==> config.mk <==
export PLATFORM = sky130hd
export DESIGN_NAME = oat_xlate
export DESIGN_NICKNAME = d
export VERILOG_FILES = /design/src/rtl/oat_pkg.sv /design/src/rtl/oat_regfile.sv /design/src/rtl/oat_lookup.sv /design/src/rtl/oat_xlate.sv
export SDC_FILE = /design/constraint.sdc
export NUM_CORES = 2
export LEC_CHECK = 0
export BUFFER_PORTS_ARGS = -buffer_cell sky130_fd_sc_hd__clkbuf_2
export CAP_MARGIN = 20
export CELL_PAD_IN_SITES_DETAIL_PLACEMENT = 0
export CELL_PAD_IN_SITES_GLOBAL_PLACEMENT = 1
export CORE_ASPECT_RATIO = 1.2
export CORE_MARGIN = 10
export CORE_UTILIZATION = 53
export CTS_BUF_LIST = sky130_fd_sc_hd__clkbuf_4 sky130_fd_sc_hd__clkbuf_8 sky130_fd_sc_hd__clkbuf_16
export DETAILED_ROUTE_END_ITERATION = 6
export PLACE_DENSITY_LB_ADDON = 0.1
export REMOVE_ABC_BUFFERS = 1
export SKIP_CTS_REPAIR_TIMING = 1
export SLEW_MARGIN = 20
export SYNTH_ARGS = -nofsm -noshare
export SYNTH_HDL_FRONTEND = slang
export SYNTH_SLANG_ARGS = --single-unit
==> constraint.sdc <==
create_clock -name clk -period 9.05 [get_ports clk]
set_clock_uncertainty 0.1 [all_clocks]
set_input_delay 1.3575 -clock clk [delete_from_list [all_inputs] [get_ports clk]]
set_output_delay 1.3575 -clock clk [all_outputs]
set_load 0.03 [all_outputs]
==> src/rtl/oat_pkg.sv <==
package oat_pkg;

    typedef logic [31:0] word_t;

    localparam logic [11:0] CMD_OFS    = 12'h004;
    localparam logic [11:0] SIZE_OFS   = 12'h030;
    localparam logic [11:0] WIN_OFS    = 12'h200;
    localparam int          XLATE_BIT  = 1;
    localparam int          MB_SHIFT   = 20;
    localparam int          SIZE_W     = 3;
    localparam int          BUS_AW     = 64;

    typedef struct packed {
        logic              valid;
        logic              hit;
        logic [BUS_AW-1:0] addr;
    } rsp_t;

endpackage

==> src/rtl/oat_regfile.sv <==
module oat_regfile
    import oat_pkg::*;
#(
    parameter int NUM_WIN = 32,
    parameter int REG_AW  = 12
) (
    input  logic              clk,
    input  logic              rst_n,
    input  logic              reg_wr,
    input  logic              reg_rd,
    input  logic [REG_AW-1:0] reg_addr,
    input  word_t             reg_wdata,
    output word_t             reg_rdata,
    output logic              xlate_en,
    output logic [SIZE_W-1:0] size_idx,
    output word_t             win_lo [NUM_WIN],
    output word_t             win_hi [NUM_WIN]
);

    localparam int WIN_W   = (NUM_WIN > 1) ? $clog2(NUM_WIN) : 1;
    localparam int WIN_END = int'(WIN_OFS) + NUM_WIN * 8;

    typedef struct packed {
        word_t             cmd;
        logic [SIZE_W-1:0] size;
        word_t             rdata;
    } ctl_t;

    ctl_t  ctl_d, ctl_q;
    word_t lo_d [NUM_WIN];
    word_t lo_q [NUM_WIN];
    word_t hi_d [NUM_WIN];
    word_t hi_q [NUM_WIN];

    logic             is_cmd, is_size, is_win, is_hi;
    logic [WIN_W:0]   rel_w;
    logic [WIN_W-1:0] win_n;
    word_t            rd_val;

    // address decode shared by the read and write paths
    always_comb begin
        is_cmd  = (reg_addr == REG_AW'(CMD_OFS));
        is_size = (reg_addr == REG_AW'(SIZE_OFS));
        is_win  = (int'(reg_addr) >= int'(WIN_OFS)) && (int'(reg_addr) < WIN_END)
                  && (reg_addr[1:0] == 2'b00);
        rel_w   = (WIN_W+1)'((reg_addr - REG_AW'(WIN_OFS)) >> 2);
        win_n   = rel_w[WIN_W:1];
        is_hi   = rel_w[0];
    end

    always_comb begin
        rd_val = '0;
        if (is_cmd) begin
            rd_val = ctl_q.cmd;
        end else if (is_size) begin
            rd_val = {{(32-SIZE_W){1'b0}}, ctl_q.size};
        end else if (is_win) begin
            rd_val = is_hi ? hi_q[win_n] : lo_q[win_n];
        end
    end

    always_comb begin
        ctl_d       = ctl_q;
        lo_d        = lo_q;
        hi_d        = hi_q;
        ctl_d.rdata = reg_rd ? rd_val : '0;
        if (reg_wr) begin
            if (is_cmd) begin
                ctl_d.cmd = reg_wdata;
            end else if (is_size) begin
                ctl_d.size = reg_wdata[SIZE_W-1:0];
            end else if (is_win) begin
                if (is_hi) begin
                    hi_d[win_n] = reg_wdata;
                end else begin
                    lo_d[win_n] = reg_wdata;
                end
            end
        end
    end

    always_ff @(posedge clk or negedge rst_n) begin
        if (!rst_n) begin
            ctl_q <= '0;
            for (int i = 0; i < NUM_WIN; i++) begin
                lo_q[i] <= '0;
                hi_q[i] <= '0;
            end
        end else begin
            ctl_q <= ctl_d;
            lo_q  <= lo_d;
            hi_q  <= hi_d;
        end
    end

    assign reg_rdata = ctl_q.rdata;
    assign xlate_en  = ctl_q.cmd[XLATE_BIT];
    assign size_idx  = ctl_q.size;
    assign win_lo    = lo_q;
    assign win_hi    = hi_q;

endmodule

==> src/rtl/oat_lookup.sv <==
module oat_lookup
    import oat_pkg::*;
#(
    parameter int              NUM_WIN     = 32,
    parameter int              HOST_AW     = 32,
    parameter logic [HOST_AW-1:0] REGION_BASE = 32'h4000_0000
) (
    input  logic               clk,
    input  logic               rst_n,
    input  logic               xlate_en,
    input  logic [SIZE_W-1:0]  size_idx,
    input  word_t              win_lo [NUM_WIN],
    input  word_t              win_hi [NUM_WIN],
    input  logic               lk_valid,
    input  logic [HOST_AW-1:0] lk_addr,
    output rsp_t               rsp
);

    localparam int                 WIN_W  = (NUM_WIN > 1) ? $clog2(NUM_WIN) : 1;
    localparam logic [HOST_AW-1:0] NWIN_H = HOST_AW'(NUM_WIN);

    rsp_t               rsp_d, rsp_q;
    logic [HOST_AW-1:0] ofs, wfull;
    logic [5:0]         shamt;
    logic               in_rng;
    logic [WIN_W-1:0]   widx;
    word_t              sel_lo, sel_hi;
    logic [BUS_AW-1:0]  mask, xl;

    always_comb begin
        ofs    = lk_addr - REGION_BASE;
        shamt  = 6'(MB_SHIFT) + 6'(size_idx);
        wfull  = ofs >> shamt;
        in_rng = (lk_addr >= REGION_BASE) && (wfull < NWIN_H);
        widx   = in_rng ? wfull[WIN_W-1:0] : '0;
        sel_lo = win_lo[widx];
        sel_hi = win_hi[widx];
        mask   = (BUS_AW'(1) << shamt) - BUS_AW'(1);
        xl     = ({sel_hi, sel_lo} & ~mask)
               + ({{(BUS_AW-HOST_AW){1'b0}}, lk_addr} & mask);

        rsp_d       = '0;
        rsp_d.valid = lk_valid;
        rsp_d.hit   = lk_valid && xlate_en && in_rng && sel_lo[0];
        rsp_d.addr  = rsp_d.hit ? xl : '0;
    end

    always_ff @(posedge clk or negedge rst_n) begin
        if (!rst_n) begin
            rsp_q <= '0;
        end else begin
            rsp_q <= rsp_d;
        end
    end

    assign rsp = rsp_q;

endmodule

==> src/rtl/oat_xlate.sv <==
module oat_xlate
    import oat_pkg::*;
#(
    parameter int                 NUM_WIN     = 32,
    parameter int                 HOST_AW     = 32,
    parameter int                 REG_AW      = 12,
    parameter logic [HOST_AW-1:0] REGION_BASE = 32'h4000_0000
) (
    input  logic               clk,
    input  logic               rst_n,
    input  logic               reg_wr,
    input  logic               reg_rd,
    input  logic [REG_AW-1:0]  reg_addr,
    input  logic [31:0]        reg_wdata,
    output logic [31:0]        reg_rdata,
    input  logic               lk_valid,
    input  logic [HOST_AW-1:0] lk_addr,
    output logic               rsp_valid,
    output logic               rsp_hit,
    output logic [63:0]        rsp_addr
);

    logic              xlate_en;
    logic [SIZE_W-1:0] size_idx;
    word_t             win_lo [NUM_WIN];
    word_t             win_hi [NUM_WIN];
    rsp_t              rsp;

    oat_regfile #(
        .NUM_WIN (NUM_WIN),
        .REG_AW  (REG_AW)
    ) u_regs (
        .clk       (clk),
        .rst_n     (rst_n),
        .reg_wr    (reg_wr),
        .reg_rd    (reg_rd),
        .reg_addr  (reg_addr),
        .reg_wdata (reg_wdata),
        .reg_rdata (reg_rdata),
        .xlate_en  (xlate_en),
        .size_idx  (size_idx),
        .win_lo    (win_lo),
        .win_hi    (win_hi)
    );

    oat_lookup #(
        .NUM_WIN     (NUM_WIN),
        .HOST_AW     (HOST_AW),
        .REGION_BASE (REGION_BASE)
    ) u_lookup (
        .clk      (clk),
        .rst_n    (rst_n),
        .xlate_en (xlate_en),
        .size_idx (size_idx),
        .win_lo   (win_lo),
        .win_hi   (win_hi),
        .lk_valid (lk_valid),
        .lk_addr  (lk_addr),
        .rsp      (rsp)
    );

    assign rsp_valid = rsp.valid;
    assign rsp_hit   = rsp.hit;
    assign rsp_addr  = rsp.addr;

endmodule

==> flow_summary.toml <==
[final_layout]
drive_above_1_share = 0.4291
fillers = 17227
regArea_um2 = 54580
nNetsFinal = 8601
multiInputGateArea_um2 = 55300
areaGrowthSynthToFinish_pct = 10.15
final_cells = 11529

[sta]
hold_violations = 0
post-route-period-util = 0.8198
final_max_slew_viol_count = 0
fmax_mhz = 134.8
tightest_slew_ns = 1.245
grt_setup_unrepaired = "false"
slew_headroom = 0.1697
fin_hold_ws_ns = 0.3222
setup_viol = 0
finalCriticalPeriod_ns = 7.419

[power_and_ir_drop]
switching_share = 0.2449
p_seq_frac = 0.471
peakVddDrop_uv = 162.1
p_int_uw = 15750
switchingPower_uw = 5108
total_power_uw = 20860
pwr-share-comb = 0.059
power_density_nw_per_um2 = 166.9
pwr-share-clk = 0.470
leakage_uw = 0.05710

[grt]
grt_first_pass_wirelength_um = 640000
antenna_found_initial = 35
grtUsageTotal = 0.3795
grt-ovfl-total = 0
grt_pass1_vias = 83407
grt_max_degree = 175

[clock_tree]
cts_root_buf = "clkbuf_16"
tritoncts = "done"
clockBufferDepth = 3
clock-sinks = 2181
htree_levels = 4
cts_made_buffers = 224
worstSkewPairLatency_ns = 0.91
clk_pin_slew_ns = 0.06

[critical_path]
cp_max_fo = 71
cp-endpoint = "u_lookup.rsp[62]$_DFF_PN0_"
cp_top_family = "simple AND/OR/NAND/NOR gates"
crit_buf_inv = 3
r2r_setup_slack_ns = 1.63
crit_arrival_ns = 8.14
crit_required_ns = 9.77
path_class = "reg -> reg"
critPathLaunchType = "flop"
r2r-end = "u_lookup.rsp[62]$_DFF_PN0_"
crit_chain = "buf_4, nand2b_1, a21o_1, nand2_4, nor4_4, buf_12, nand2_1, buf_4, a211oi_1, a22oi_1, a22oi_1, nand4b_1, nor2_2, nand3_2, or4_1, a21oi_1"
cp-end-kind = "flop"
crit_path_max_incr_delay_ns = 0.87
startpoint = "u_regs.size_idx[0]$_DFFE_PN0P_"
slowest_stage = "dfrtp_1"
cp.depth = 16
r2r-start = "u_regs.size_idx[0]$_DFFE_PN0P_"
reg2regPathDepth = 16

[detailed_routing]
vias_per_cell = 7.253
routedWlPerCell_um = 39.35
vias = 83625
ant_nets = 0
first_pass_iters = 7
drc = 9
drt-total-wl_um = 453700
drtIter0Drc = 11568

[logic_synthesis]
synth_area_per_cell_um2 = 13.00
synth_area_um2 = 113400
async_reset_ff_frac = 1.000
syn_inst = 8727
synth-seq-area-share = 0.4811
synth_edf_count = 0
synth-seq-cells = 2181
ys.flop_type = "dfrtp_1"
ys_warn_count = 0
synth_cell_type_count = 105

[placement]
globalplace.congestion = 0.9480
io_buffers = 178
dp_cells = 11100
hpwlAfterDp_um = 268200

[run_status]
status = "finished with violations"
violations = "DRC"

[die]
io_pins = 179
start_util = 0.5316
coreArea_um2 = 213400
die_area_um2 = 233000
die_w_um = 442.3
row_count = 186
die_h_um = 526.8

[hold_path]
min_path_type = "in -> async"

[job]
cap_violations = 0
==> cell usage after synthesis (19+ instances only) <==
cell type	n	share of area
mux2_2	2135	0.21
a22oi_1	45	0.0030
a211oi_1	94	0.0062
a311oi_1	19	0.0015
and2_1	37	0.0020
buf_4	65	0.0043
nor2_1	226	0.0075
o211ai_1	24	0.0016
a2111oi_0	21	0.0016
a221oi_1	62	0.0048
o22ai_1	135	0.0074
nor4_1	36	0.0020
buf_6	30	0.0030
a32oi_1	20	0.0015
nor3_1	76	0.0034
mux2i_1	306	0.027
nand4_1	38	0.0021
nand2_1	651	0.022
clkbuf_1	565	0.019
a31oi_1	72	0.0040
nor2b_1	37	0.0020
buf_1	157	0.0052
o221ai_1	67	0.0052
nand3_1	165	0.0073
and3_1	39	0.0022
mux4_2	555	0.11
o41a_1	21	0.0021
dfrtp_1	2181	0.48
a21oi_1	217	0.0096
o21ai_0	154	0.0068
buf_2	113	0.0050
o31a_1	21	0.0016
==> power groups by stage <==
stage               clock [uW]  combinational (uW)  sequential, uW
CTS                       9850                1210            9820
global placement             0                1190           10000
global route             10200                1290            9820
floorplan                    0                 342            9990
finish                    9800                1230            9820
detailed placement           0                1200           10000
==> layout make-up <==
class	count	share of cell area
clock inverters	63	0.005908
flip-flops and latches	2181	0.4368
repair buffers	485	0.02981
multi-input cells	5602	0.4425
diodes	16	0.0003204
well taps	2820	0.02824
clock buffers	349	0.05601
inverters	13	0.0004105
==> worst register-to-register path, stage by stage (launching register included) <==
cell	delay (ns)
dfrtp_1	0.87
buf_4	0.45
nand2b_1	0.21
a21o_1	0.19
nand2_4	0.45
nor4_4	0.53
buf_12	0.53
nand2_1	0.57
buf_4	0.43
a211oi_1	0.27
a22oi_1	0.17
a22oi_1	0.52
nand4b_1	0.38
nor2_2	0.49
nand3_2	0.37
or4_1	0.60
a21oi_1	0.21
==> cells in the final DEF, fill, tap and decap left out, drive strengths merged, types with 44 or more instances in the layout <==
cell / count
nand2: 652
buf: 314
dfrtp: 2181
a221oi: 62
o221ai: 67
nand3: 167
a31oi: 72
mux4: 555
nor3: 81
mux2i: 307
a22oi: 45
mux2: 2137
o21ai: 156
nor4: 44
nor2: 229
o22ai: 135
a21oi: 217
a211oi: 94
clkbuf: 520
==> how the worst min path moves through the flow <==
stage | end | slack, ns | depth (start not counted)
global placement | u_regs.win_lo[291]$_DFFE_PN0P_ | 0.38 | 1
detailed placement | u_regs.win_lo[432]$_DFFE_PN0P_ | 0.39 | 1
global route | u_regs.win_hi[990]$_DFFE_PN0P_ | 0.37 | 1
floorplan | u_regs.win_lo[161]$_DFFE_PN0P_ | 0.38 | 1
CTS | u_regs.win_hi[990]$_DFFE_PN0P_ | 0.34 | 1
finish | u_regs.win_hi[990]$_DFFE_PN0P_ | 0.32 | 1
==> registers in the layout, summed over array words and instances, names as in the netlist <==
signal            count
u_regs.size_idx       3
u_lookup.rsp         66
u_regs.reg_rdata     32
u_regs.win_hi      1024
u_regs.win_lo      1024
u_regs.ctl_q         31
u_regs.xlate_en       1
==> logic make-up (layout without fill, tap and decap cells) <==
family                     Yosys count  after routing  share of synthesized area
xor gates and xnor gates            15             15                   0.001158
muxes                             2999           2999                     0.3495
adders and majority gates           13             13                   0.001500
and+or+nand+nor                   1418           1418                    0.05837
DFF                               2181           2181                     0.4811
buffers and inverters              948            910                    0.03731
other                                2             22                 0.00006620
AOI/OAI and AO/OA                 1151           1151                    0.07102
==> metrics by stage <==
stage          setup WS (ns)  utilization  TNS (ns)  cell area, um2
2_1_floorplan         -14.88            -   -898.61          109300
3_3_place_gp           1.472       0.5486         0          117100
3_5_place_dp           1.347       0.5489         0          117100
4_1_cts                1.991       0.5852         0          124900
5_1_grt                1.660       0.5854         0          124900
6_report               1.631       0.5855         0          125000
==> per-layer routing <==
layer  global-route usage  share of wire  wire, um
met2               0.5690           0.44    201000
met4               0.2528          0.079     35990
met3              0.09313           0.10     45990
met5                    0        0.00027       122
met1               0.4903           0.38    170600
Power figures use the tool's default switching activity.
